--- config.mk ---
export PLATFORM = sky130hd
export DESIGN_NAME = dual_rate_sampler
export DESIGN_NICKNAME = d
export VERILOG_FILES = /design/src/rtl/drs_pkg.sv /design/src/rtl/drs_period_timer.sv /design/src/rtl/drs_decimator.sv /design/src/rtl/drs_conv_tracker.sv /design/src/rtl/drs_frame_packer.sv /design/src/rtl/dual_rate_sampler.sv
export SDC_FILE = /design/constraint.sdc
export NUM_CORES = 1
export LEC_CHECK = 0
export BUFFER_PORTS_ARGS = -buffer_cell sky130_fd_sc_hd__buf_2
export CORE_MARGIN = 5
export CORE_UTILIZATION = 52
export CTS_BUF_LIST = sky130_fd_sc_hd__clkbuf_4
export DETAILED_ROUTE_END_ITERATION = 10
export MAX_ROUTING_LAYER = met4
export PLACE_DENSITY_LB_ADDON = 0.3
export RECOVER_POWER = 100
export REMOVE_ABC_BUFFERS = 1
export SLEW_MARGIN = 20
export SYNTH_ARGS = -nofsm -noshare
export SYNTH_HDL_FRONTEND = slang
export SYNTH_SLANG_ARGS = --single-unit
--- constraint.sdc ---
create_clock -name clk -period 2.5 [get_ports clk]
set_input_delay 0.25 -clock clk [delete_from_list [all_inputs] [get_ports clk]]
set_output_delay 0.25 -clock clk [all_outputs]
set_load 0.02 [all_outputs]
--- src/rtl/drs_pkg.sv ---
package drs_pkg;
  parameter int CH_W    = 16;
  parameter int N_FAST  = 4;
  parameter int N_SLOW  = 2;
  parameter int N_CH    = N_FAST + N_SLOW;
  parameter int ADC_W   = N_CH * CH_W;
  parameter int PAY_W   = N_FAST * CH_W;
  parameter int FRAME_W = PAY_W + 1;

  // fast frame: tag 0, fast channels in ascending lanes
  function automatic logic [FRAME_W-1:0] pack_fast(input logic [ADC_W-1:0] s);
    logic [FRAME_W-1:0] f;
    f = '0;
    for (int k = 0; k < N_FAST; k++) f[k*CH_W +: CH_W] = s[k*CH_W +: CH_W];
    f[FRAME_W-1] = 1'b0;
    return f;
  endfunction

  // slow frame: tag 1, slow channels in the low lanes, rest zero
  function automatic logic [FRAME_W-1:0] pack_slow(input logic [ADC_W-1:0] s);
    logic [FRAME_W-1:0] f;
    f = '0;
    for (int k = 0; k < N_SLOW; k++) f[k*CH_W +: CH_W] = s[(N_FAST+k)*CH_W +: CH_W];
    f[FRAME_W-1] = 1'b1;
    return f;
  endfunction
endpackage

--- src/rtl/drs_period_timer.sv ---
module drs_period_timer #(
  parameter int PERIOD = 400
) (
  input  logic clk,
  input  logic rst_n,
  input  logic enable,
  output logic strobe
);
  localparam int CW = $clog2(PERIOD);
  localparam logic [CW-1:0] LAST = CW'(PERIOD - 1);

  logic [CW-1:0] cnt;

  function automatic logic [CW-1:0] step(input logic [CW-1:0] c);
    return (c == LAST) ? '0 : c + 1'b1;
  endfunction

  always_ff @(posedge clk or negedge rst_n) begin
    if (!rst_n)       cnt <= '0;
    else if (!enable) cnt <= '0;
    else              cnt <= step(cnt);
  end

  assign strobe = enable && (cnt == '0);
endmodule

--- src/rtl/drs_decimator.sv ---
module drs_decimator #(
  parameter int DECIM = 100
) (
  input  logic clk,
  input  logic rst_n,
  input  logic enable,
  input  logic strobe,
  output logic keep
);
  localparam int CW = $clog2(DECIM);
  localparam logic [CW-1:0] LAST = CW'(DECIM - 1);

  logic [CW-1:0] dcnt;

  function automatic logic at_limit(input logic [CW-1:0] c);
    return c >= LAST;
  endfunction

  assign keep = strobe && at_limit(dcnt);

  always_ff @(posedge clk or negedge rst_n) begin
    if (!rst_n)       dcnt <= '0;
    else if (!enable) dcnt <= '0;
    else if (strobe)  dcnt <= at_limit(dcnt) ? '0 : dcnt + 1'b1;
  end
endmodule

--- src/rtl/drs_conv_tracker.sv ---
module drs_conv_tracker (
  input  logic clk,
  input  logic rst_n,
  input  logic enable,
  input  logic strobe,
  input  logic keep,
  input  logic adc_valid,
  output logic accept,
  output logic accept_slow,
  output logic missed
);
  logic pending;
  logic slow_tag;

  // a result in the same cycle as the next request counts as late
  assign accept      = pending && adc_valid && !strobe;
  assign accept_slow = accept && slow_tag;

  always_ff @(posedge clk or negedge rst_n) begin
    if (!rst_n) begin
      pending  <= 1'b0;
      slow_tag <= 1'b0;
      missed   <= 1'b0;
    end else begin
      if (!enable) begin
        pending  <= 1'b0;
        slow_tag <= 1'b0;
      end else if (strobe) begin
        pending  <= 1'b1;
        slow_tag <= keep;
      end else if (accept) begin
        pending  <= 1'b0;
      end
      if (strobe && pending) missed <= 1'b1;
    end
  end
endmodule

--- src/rtl/drs_frame_packer.sv ---
module drs_frame_packer
  import drs_pkg::*;
(
  input  logic               clk,
  input  logic               rst_n,
  input  logic               accept,
  input  logic               accept_slow,
  input  logic [ADC_W-1:0]   adc_data,
  input  logic               out_ready,
  output logic               out_valid,
  output logic [FRAME_W-1:0] out_data,
  output logic               overrun
);
  logic               slow_due;
  logic [FRAME_W-1:0] slow_buf;

  always_ff @(posedge clk or negedge rst_n) begin
    if (!rst_n) begin
      out_valid <= 1'b0;
      out_data  <= '0;
      slow_due  <= 1'b0;
      slow_buf  <= '0;
      overrun   <= 1'b0;
    end else begin
      out_valid <= 1'b0;
      if (accept) begin
        out_valid <= 1'b1;
        out_data  <= pack_fast(adc_data);
        slow_due  <= accept_slow;
        slow_buf  <= pack_slow(adc_data);
      end else if (slow_due) begin
        out_valid <= 1'b1;
        out_data  <= slow_buf;
        slow_due  <= 1'b0;
      end
      if (out_valid && !out_ready) overrun <= 1'b1;
    end
  end
endmodule

--- src/rtl/dual_rate_sampler.sv ---
module dual_rate_sampler #(
  parameter int PERIOD = 400,
  parameter int DECIM  = 100
) (
  input  logic                         clk,
  input  logic                         rst_n,
  input  logic                         enable,
  output logic                         conv_req,
  input  logic                         adc_valid,
  input  logic [drs_pkg::ADC_W-1:0]    adc_data,
  input  logic                         out_ready,
  output logic                         out_valid,
  output logic [drs_pkg::FRAME_W-1:0]  out_data,
  output logic                         overrun,
  output logic                         missed
);
  // named internal events
  logic strobe;
  logic keep_slow;
  logic accept;
  logic accept_slow;

  drs_period_timer #(.PERIOD(PERIOD)) u_timer (
    .clk(clk), .rst_n(rst_n), .enable(enable), .strobe(strobe)
  );

  drs_decimator #(.DECIM(DECIM)) u_decim (
    .clk(clk), .rst_n(rst_n), .enable(enable), .strobe(strobe), .keep(keep_slow)
  );

  drs_conv_tracker u_track (
    .clk(clk), .rst_n(rst_n), .enable(enable), .strobe(strobe), .keep(keep_slow),
    .adc_valid(adc_valid), .accept(accept), .accept_slow(accept_slow), .missed(missed)
  );

  drs_frame_packer u_pack (
    .clk(clk), .rst_n(rst_n), .accept(accept), .accept_slow(accept_slow),
    .adc_data(adc_data), .out_ready(out_ready), .out_valid(out_valid),
    .out_data(out_data), .overrun(overrun)
  );

  assign conv_req = strobe;
endmodule

Word level (Yosys, flattened, before mapping)
Index checks and enable logic that the tools add are counted.
Operators by class
  $add $sub $neg: 2
  multipliers: 0
  divide/modulo/power cells: 0
  $lt $le $gt $ge: 1
  equal/unequal tests: 3
  shift-type cells: 0
  muxes and demuxes: 15
  bitwise logic cells: 0
  reductions and logical operators: 11
Operators by type and width (number)
  two-way mux 65 bit: 2
  two-way mux 7 bit: 3
  two-way mux 9 bit: 2
  adder 9 x 1 -> 9 bit (second input constant): 1
  == test 9 bit (second input constant): 1
  logical NOT 9 bit: 1
  two-way mux 1 bit: 8
  adder 7 x 1 -> 7 bit (second input constant): 1
  >= comparator 7 bit (second input constant): 1
  logical AND 1 bit: 7
  inequality test 3 x 1 -> 1 bit (second input constant): 1
  logical NOT 1 bit: 2
  inequality test 2 x 1 -> 1 bit (second input constant): 1
  nonzero test 2 bit: 1
Storage, ports and cells
  register bits after elaboration: 120
  latch bits: 0
  bits in writable memories: 0
  ROM bits: 0
  bits of input ports: 101
  output and inout bits: 69
  word-level logic and storage cells: 42
  memories kept: 0

Depth between registers and ports, before layout
Gate-level depths: netlist of run 1.
  word-level depth: 7
  mapped depth: 9
  depth with buffers taken out: 6

Cells and area by module
A second synthesis of run 1 with hierarchy kept.
Unflattened totals
  cell total of the unflattened synthesis: 407
  area, all modules: 5107.4 µm²
By module, submodules not included
  drs_frame_packer: instances 1, cells an instance 291, area an instance 4016.4 µm², sequential area each 2527.4 µm²
  drs_period_timer: instances 1, cells an instance 56, area an instance 510.5 µm², sequential area each 225.2 µm²
  drs_decimator: instances 1, cells an instance 48, area an instance 442.9 µm², sequential area each 175.2 µm²
  drs_conv_tracker: instances 1, cells an instance 12, area an instance 137.6 µm², sequential area each 75.1 µm²

Worst setup path after synthesis of run 1
No wires, ideal clock.
  path type: reg-to-reg
  start: register u_decim.dcnt[0]
  end: register u_decim.dcnt[4]
  setup time: 0.083 ns
  arrival time: 1.837 ns
  required time: 2.417 ns
  setup slack: 0.580 ns
  cell stages (with the launch flop): 6
  path buffers: 0
  period minus slack after synthesis: 1.920 ns
  cell sequence: dfrtp_1 ha_1 a211o_1 o311a_1 or4_1 a31oi_1
Between the ends
  word-level cells in the longest chain between the ends: 4
  elaborated cells on any way between the ends: 5
  classes of those cells: add/sub: 1; order compare: 1; mux: 3
Ends and longest elaborated chain
  start, declared: RTL line drs_decimator.sv:13  | logic [CW-1:0] dcnt;
  start signal, assigned: RTL line drs_decimator.sv:24  | else if (strobe) dcnt <= at_limit(dcnt) ? '0 : dcnt + 1'b1;
  adder 7 x 1 -> 7 bit or >= comparator 7 bit (tied branches): RTL line drs_decimator.sv:24, drs_decimator.sv:16
  two-way mux 7 bit * (2 in series): RTL line drs_decimator.sv:24
  two-way mux 7 bit *: RTL line drs_decimator.sv:23  | else if (!enable) dcnt <= '0;
Every way passes the cells marked *; elsewhere a longest branch is shown, timed or not. The select of a mux whose other input is x is not followed.
A chain may end at the register's enable or synchronous reset.

Worst setup path after layout of run 1
  start: register u_timer.cnt[0]
  end: register u_pack.slow_buf[16]
Between the ends
  word-level cells in the longest chain between the ends: 4
Ends and longest elaborated chain
  start, declared: RTL line drs_period_timer.sv:12  | logic [CW-1:0] cnt;
  start signal, assigned: RTL line drs_period_timer.sv:21  | else cnt <= step(cnt);
  logical NOT 9 bit: RTL line drs_period_timer.sv:24  | assign strobe = enable && (cnt == '0);
  logical AND 1 bit: RTL line drs_period_timer.sv:24
  logical NOT 1 bit: RTL line drs_conv_tracker.sv:16  | assign accept = pending && adc_valid && !strobe;
  logical AND 1 bit: RTL line drs_conv_tracker.sv:16
  end signal, assigned: RTL line drs_frame_packer.sv:30  | slow_buf <= pack_slow(adc_data);
  end, declared: RTL line drs_frame_packer.sv:15  | logic [FRAME_W-1:0] slow_buf;
No other way between the ends.

==> results of run 1 <==
==> power groups by stage <==
stage                     Sequential, mW  Clock [mW]  Combinational, mW
after floorplan                     3.13           0              0.537
after global placement              2.72           0               1.47
after detailed placement            2.76           0               1.53
after CTS                           2.72        1.21               1.65
after global routing                2.80        1.30               1.71
final                               2.75        1.18               1.58
==> repair_timing <==
item	CTS	global route
setup endpoints to repair	1	1
pin swaps	0	0
hold endpoints to repair	141	1
resized for setup	2	3
setup buffers	0	1
hold buffers	98	1
==> cells in the mapped netlist, types with 2 or more instances <==
cell	n
nand4_1	2
ha_1	3
a31oi_1	4
or2_2	2
nand2_1	75
nand3_1	13
dfrtp_1	120
o21ai_1	3
nor2_1	13
xnor2_1	4
o21ai_0	64
and2_1	3
a21o_1	2
xor2_1	2
and3_1	4
a21oi_1	6
mux2i_1	33
mux2_2	33
nand2b_1	33
buf_2	11
inv_1	4
buf_1	2
or3_1	2
clkbuf_1	12
==> metal layers <==
metal | share of wire [%] | wire [um]
met1 | 40 | 5708
met5 | 0 | 0
met4 | 2.7 | 385
met3 | 8.3 | 1200
met2 | 49 | 7081
==> kinds of logic (layout without fill, tap and decap cells) <==
logic type      Yosys count  after routing  synth area share [%]
simple gates            153            153                 14.25
flops                   120            120                 58.87
compound gates           83             83                 8.658
mux                      66             66                 13.76
buf+inv                  31            311                 2.698
xor+xnor                  6              6                 1.030
fa+ha+maj                 3              3                0.7359
==> path summary, 6_finish.rpt <==
path / from / to / slack (ns) / cells after the start
min in group asynchronous: rst_n / u_pack.out_data[63] / 0.54 / 2
max in group asynchronous: rst_n / u_pack.out_data[56] / 0.51 / 3
hold reg to reg: u_track.missed / u_track.missed / 0.47 / 1
hold / removal: enable / u_decim.dcnt[2] / 0.09 / 3
setup reg to reg: u_timer.cnt[0] / u_pack.slow_buf[16] / 0.16 / 7
setup / recovery: u_timer.cnt[0] / u_pack.slow_buf[16] / 0.16 / 7
==> tightest hold or removal path, delay by kind of cell <==
family	cells	cell delay [ns]
buffers and inverters	1	0.16
and+or+nand+nor	1	0.08
AOI/OAI and AO/OA	1	0.07
==> through the flow <==
stage          TNS (ns)  power (mW)  area [sq um]
6_report              0       5.507          7249
2_1_floorplan   -501.88       3.662          4982
5_1_grt               0       5.817          7249
4_1_cts               0       5.575          7316
3_5_place_dp          0       4.282          6095
3_3_place_gp          0       4.194          6095
==> registers in the layout, indices dropped and copies added (netlist names) <==
register          count
u_pack.slow_due       1
u_track.pending       1
u_track.slow_tag      1
u_pack.overrun        1
u_timer.cnt           9
u_pack.out_valid      1
u_decim.dcnt          7
u_pack.out_data      65
u_track.missed        1
u_pack.slow_buf      33
==> final cells by class <==
class / instances / area (sq um) / share of cell area (%)
multi-input cells: 311 / 1998 / 27.56
clock inverters: 7 / 56.30 / 0.7767
flip-flops and latches: 120 / 3004 / 41.44
repair buffers: 276 / 1833 / 25.28
clock buffers: 23 / 172.7 / 2.382
inverters: 5 / 18.77 / 0.2589
well taps: 133 / 166.4 / 2.295
==> impl_metrics.csv, run 1 <==
group,metric,value,unit
timing,hold_ws,0.09266,ns
critical_path,crit_buf_inv,3,
grt,grt_pass1_wl,22310,um
finish,layout_commonest_cell,"dfrtp_1",
grt,grt.busiest_layer,"met2",
timing,fin_crit,2.336,ns
floorplanning,core,9684,sq um
timing,report.final.slew_viol_count,0,
routing,vias,4501,
routing,drc_errors,0,
critical_path,cp.arrival,2.71,ns
logic_synthesis,netlist.area_leader.share,58.87,%
finish,layout.nets,835,
grt,use_met1,29.31,%
cts,clk_pin_slew,0.10,ns
logic_synthesis,synth_largest_area_cell,"dfrtp_1",
power_and_ir_drop,p_per_area,759.7,nW/um^2
finish,fill_cells,671,
grt,grt_pass1_vias,4617,
cts,clock-sinks,120,
critical_path,cp.required,2.88,ns
finish,area_growth,42.11,%
floorplanning,design.portCount,170,
finish,final_cells,875,
power_and_ir_drop,clockPowerShare,21.5,%
critical_path,cp_cell_sequence,"inv_1 -> ha_1 -> nor3b_4 -> clkbuf_1 -> a41oi_4 -> buf_12 -> mux2_2",
finish,drive_gt1_share,23.85,%
routing,wirelength,14380,um
floorplanning,die_h,109.0,um
finish,diodes,0,
placed_design,pre_cts_ws,0.2021,ns
routing,routedWlPerCell,16.43,um
cts,cts_root_buffer,"clkbuf_4",
critical_path,worst-path-max-fanout,164,
placed_design,dpl.hpwl,8579,um
finish,fin_util,74.86,%
floorplanning,row_count,36,
finish,layout_common_cells,"dfrtp_1, dlygate4sd3_1, buf_2",
cts,tritoncts,"yes",
floorplanning,start_util,52.67,%
placed_design,port_buffers,169,
routing,via_per_inst,5.144,
logic_synthesis,ys_top_cells_by_area,"dfrtp_1, mux2_2, mux2i_1",
power_and_ir_drop,p_leak,3.151,nW
logic_synthesis,ys_async_sr_fraction,100.0,%
run,max_cap_violations,0,
timing,worstMarginPinSlew,1.185,ns
timing,hold_violations,0,
hold_path,hold_class,"in -> reg",
routing,first_iter_violations,300,
grt,grt_overflow,0,
cts,clock_path_buffers,2,
routing,detail_route.first_pass.iterations,4,
floorplanning,die-area,11890,sq um
timing,finalSetupViolations,0,
placed_design,dp.cells,745,
logic_synthesis,synth_edf_count,0,
power_and_ir_drop,seq_power_share,49.9,%
timing,fin_crit_sh,93.44,%
power_and_ir_drop,p_int,3.593,mW
timing,worst_slack,0.1640,ns
critical_path,path_class,"reg -> reg",
logic_synthesis,synth_cell_types,36,
logic_synthesis,syn_area_per_cell,11.04,sq um
timing,rsz0062_at_grt,"false",
timing,fmax,0.4281,GHz
grt,grt_max_degree,165,
grt,grtUsageMet3,6.513,%
run_status,status,"complete, no violations",
floorplanning,die_w,109.0,um
logic_synthesis,ys_ff_latch,120,
placed_design,place_congestion,0.7941,
logic_synthesis,syn_inst,462,
timing,skew,0.01271,ns
timing,slew_headroom,20.98,%
power_and_ir_drop,p_sw_share,34.75,%
critical_path,slowest_delay,0.50,ns
critical_path,cpMaxStageDelayCell,"buf_12",
cts,htree_levels,4,
logic_synthesis,syn_area,5101,sq um
cts,clk_latency,0.50,ns
grt,grt.met2_usage,41.23,%
grt,grtUsageTotal,25.00,%
logic_synthesis,ys_seq_area_share,58.87,%
critical_path,worstSetupEndpointType,"flop",
power_and_ir_drop,peakVddDrop,0.4621,mV
logic_synthesis,yosys_warnings,0,
power_and_ir_drop,power.switching,1.914,mW
critical_path,critPathTopFamily,"buffers and inverters",
routing,detail-route-antenna-nets,0,
cts,cts_buffers,17,
grt,antenna_found_initial,0,
power_and_ir_drop,p_comb_share,28.6,%
critical_path,start_kind,"flop",
logic_synthesis,ys.flop_type,"dfrtp_1",
Power figures use the tool's default switching activity.
==> run 2, diff against run 1 <==
--- a/config.mk
+++ b/config.mk
@@ -8,12 +8,13 @@
 export BUFFER_PORTS_ARGS = -buffer_cell sky130_fd_sc_hd__buf_2
 export CORE_MARGIN = 5
 export CORE_UTILIZATION = 52
-export CTS_BUF_LIST = sky130_fd_sc_hd__clkbuf_4
+export CTS_BUF_LIST = sky130_fd_sc_hd__clkbuf_4 sky130_fd_sc_hd__clkbuf_8
 export DETAILED_ROUTE_END_ITERATION = 10
 export MAX_ROUTING_LAYER = met4
 export PLACE_DENSITY_LB_ADDON = 0.3
 export RECOVER_POWER = 100
 export REMOVE_ABC_BUFFERS = 1
+export SKIP_CTS_REPAIR_TIMING = 1
 export SLEW_MARGIN = 20
 export SYNTH_ARGS = -nofsm -noshare
 export SYNTH_HDL_FRONTEND = slang
==> run 2 against run 1 <==
Register-to-register slack about the same. Combinational power down 11%. Power is 4.3% higher. Critical path depth down 1. Utilization shrank 9.1 points. Via count decreased by 11%. Setup slack better by 0.014 ns. Critical path type unchanged. Critical endpoint is now u_pack.slow_buf[31]. First-iteration DRC count decreased by 14%. Die area unchanged. Largest cell class unchanged.
==> impl_metrics.csv, run 2 (synthesized netlist as in run 1, its figures left out) <==
group,metric,value,unit
timing,fmax,0.4306,GHz
finish,regMostFlops,"u_pack.out_data",
finish,final_cells,776,
cts,htree_levels,4,
cts,cts_buffers,17,
routing,wirelength,12190,um
cts,clock-sinks,120,
grt,grt_pass1_vias,3952,
critical_path,cp.arrival,2.62,ns
critical_path,worst-path-max-fanout,164,
timing,report.final.slew_viol_count,0,
routing,via_per_inst,5.177,
grt,antenna_found_initial,0,
timing,rsz0062_at_grt,"false",
critical_path,reg2reg_from,"u_timer.cnt[0]",
floorplanning,die-area,11890,sq um
finish,multi_input_area,1977,sq um
cts,clk_pin_slew,0.07,ns
finish,layout.nets,736,
critical_path,path_class,"reg -> reg",
routing,detail-route-antenna-nets,0,
grt,grtUsageTotal,21.07,%
cts,clock_path_buffers,2,
floorplanning,row_count,36,
placed_design,dp.cells,745,
power_and_ir_drop,peakVddDrop,0.4749,mV
grt,grt_max_degree,165,
cts,clk_latency,0.41,ns
timing,fin_crit_sh,92.89,%
power_and_ir_drop,p_leak,2.795,nW
finish,regArea,3004,sq um
placed_design,port_buffers,169,
grt,grt_overflow,0,
critical_path,worstSetupEndpointType,"flop",
critical_path,rr_worst_depth,6,
timing,hold_violations,0,
critical_path,cp-endpoint,"u_pack.slow_buf[31]",
floorplanning,start_util,52.67,%
critical_path,r2r_setup_slack,0.18,ns
run_status,status,"complete, no violations",
timing,finalSetupViolations,0,
finish,layout_common_cells,"dfrtp_1, buf_2, nand2_1",
timing,skew,0.009383,ns
run,max_cap_violations,0,
finish,drive_gt1_share,27.68,%
grt,grt_pass1_wl,18880,um
floorplanning,design.portCount,170,
critical_path,cp.required,2.79,ns
floorplanning,die_w,109.0,um
finish,diodes,0,
finish,fill_cells,805,
timing,timing.setup.tns,0,ns
placed_design,place_congestion,0.7941,
hold_path,hold_class,"in -> reg",
critical_path,critPathLaunch,"u_timer.cnt[0]",
floorplanning,die_h,109.0,um
floorplanning,core,9684,sq um
timing,slew_headroom,25.47,%
finish,area_growth,24.77,%
routing,detail_route.first_pass.iterations,4,
timing,worstMarginPinSlew,1.118,ns
cts,cts_root_buffer,"clkbuf_8",
routing,routedWlPerCell,15.70,um
finish,largest_register_ffs,65,
routing,drc_errors,0,
critical_path,r2r-end,"u_pack.slow_buf[31]",
timing,fin_crit,2.322,ns
placed_design,dpl.hpwl,8579,um
finish,top_regs,"u_pack.out_data: 65 flops, u_pack.slow_buf: 33 flops, u_timer.cnt: 9 flops",
finish,layout_commonest_cell,"dfrtp_1",
routing,vias,4017,
power_and_ir_drop,p_per_area,902.8,nW/um^2
critical_path,start_kind,"flop",
routing,first_iter_violations,257,
cts,tritoncts,"yes",
[run 2: area by class of cell]
| cell class | count | area share [%] |
|---|---|---|
| Sequential cell | 120 | 47.20 |
| Clock buffer | 26 | 5.032 |
| Clock inverter | 4 | 0.7077 |
| Tap cell | 133 | 2.615 |
| Inverter | 5 | 0.2949 |
| Timing Repair Buffer | 177 | 13.09 |
| Multi-Input combinational cell | 311 | 31.06 |
[run 2: stage by stage]
stage          instance area, sq um  setup slack [ns]  hold slack (ns)  utilization [%]  total power [mW]
6_report                       6365            0.1777          0.03789            65.72             5.746
5_1_grt                        6365           0.06314         0.008239            65.72             6.081
4_1_cts                        6460           -0.1962          -0.1603            66.71             5.894
3_5_place_dp                   6095            0.2021           0.2963            62.93             4.282
3_3_place_gp                   6095            0.3154           0.2946            62.93             4.194
2_1_floorplan                  4982            -5.052         -0.04559                -             3.662
[run 2: worst min-delay path by stage]
stage                            start                  end  cells after the start
after floorplan                  rst_n      u_decim.dcnt[0]                      0
after global placement           rst_n  u_pack.out_data[63]                      1
after detailed placement         rst_n  u_pack.out_data[63]                      1
after CTS                        rst_n  u_pack.out_data[63]                      1
after global routing      adc_data[25]  u_pack.out_data[25]                      3
final                     adc_data[39]  u_pack.out_data[39]                      3
[run 2: report_power, final]
group | switching (mW) | internal [mW] | total, mW
logic | 0.903 | 0.509 | 1.41
registers | 0.283 | 2.45 | 2.73
clock network | 0.686 | 0.916 | 1.60
[run 2: worst max-delay path, stage by stage, from the launching register on]
cell and delay (ns):
dfrtp_1 0.40, inv_1 0.06, ha_1 0.20, nor3b_4 0.16, a41oi_1 0.34, buf_12 0.49
mux2_2 0.41
[run 2: layer usage]
metal / GRT usage (%) / vias to the layer above / share of wire (%)
met2: 34.47 / 137 / 50
li1: - / 1907 / -
met5: - / - / 0
met1: 25.77 / 1960 / 41
met4: 5.500 / 0 / 0.80
met3: 6.098 / 13 / 8.2
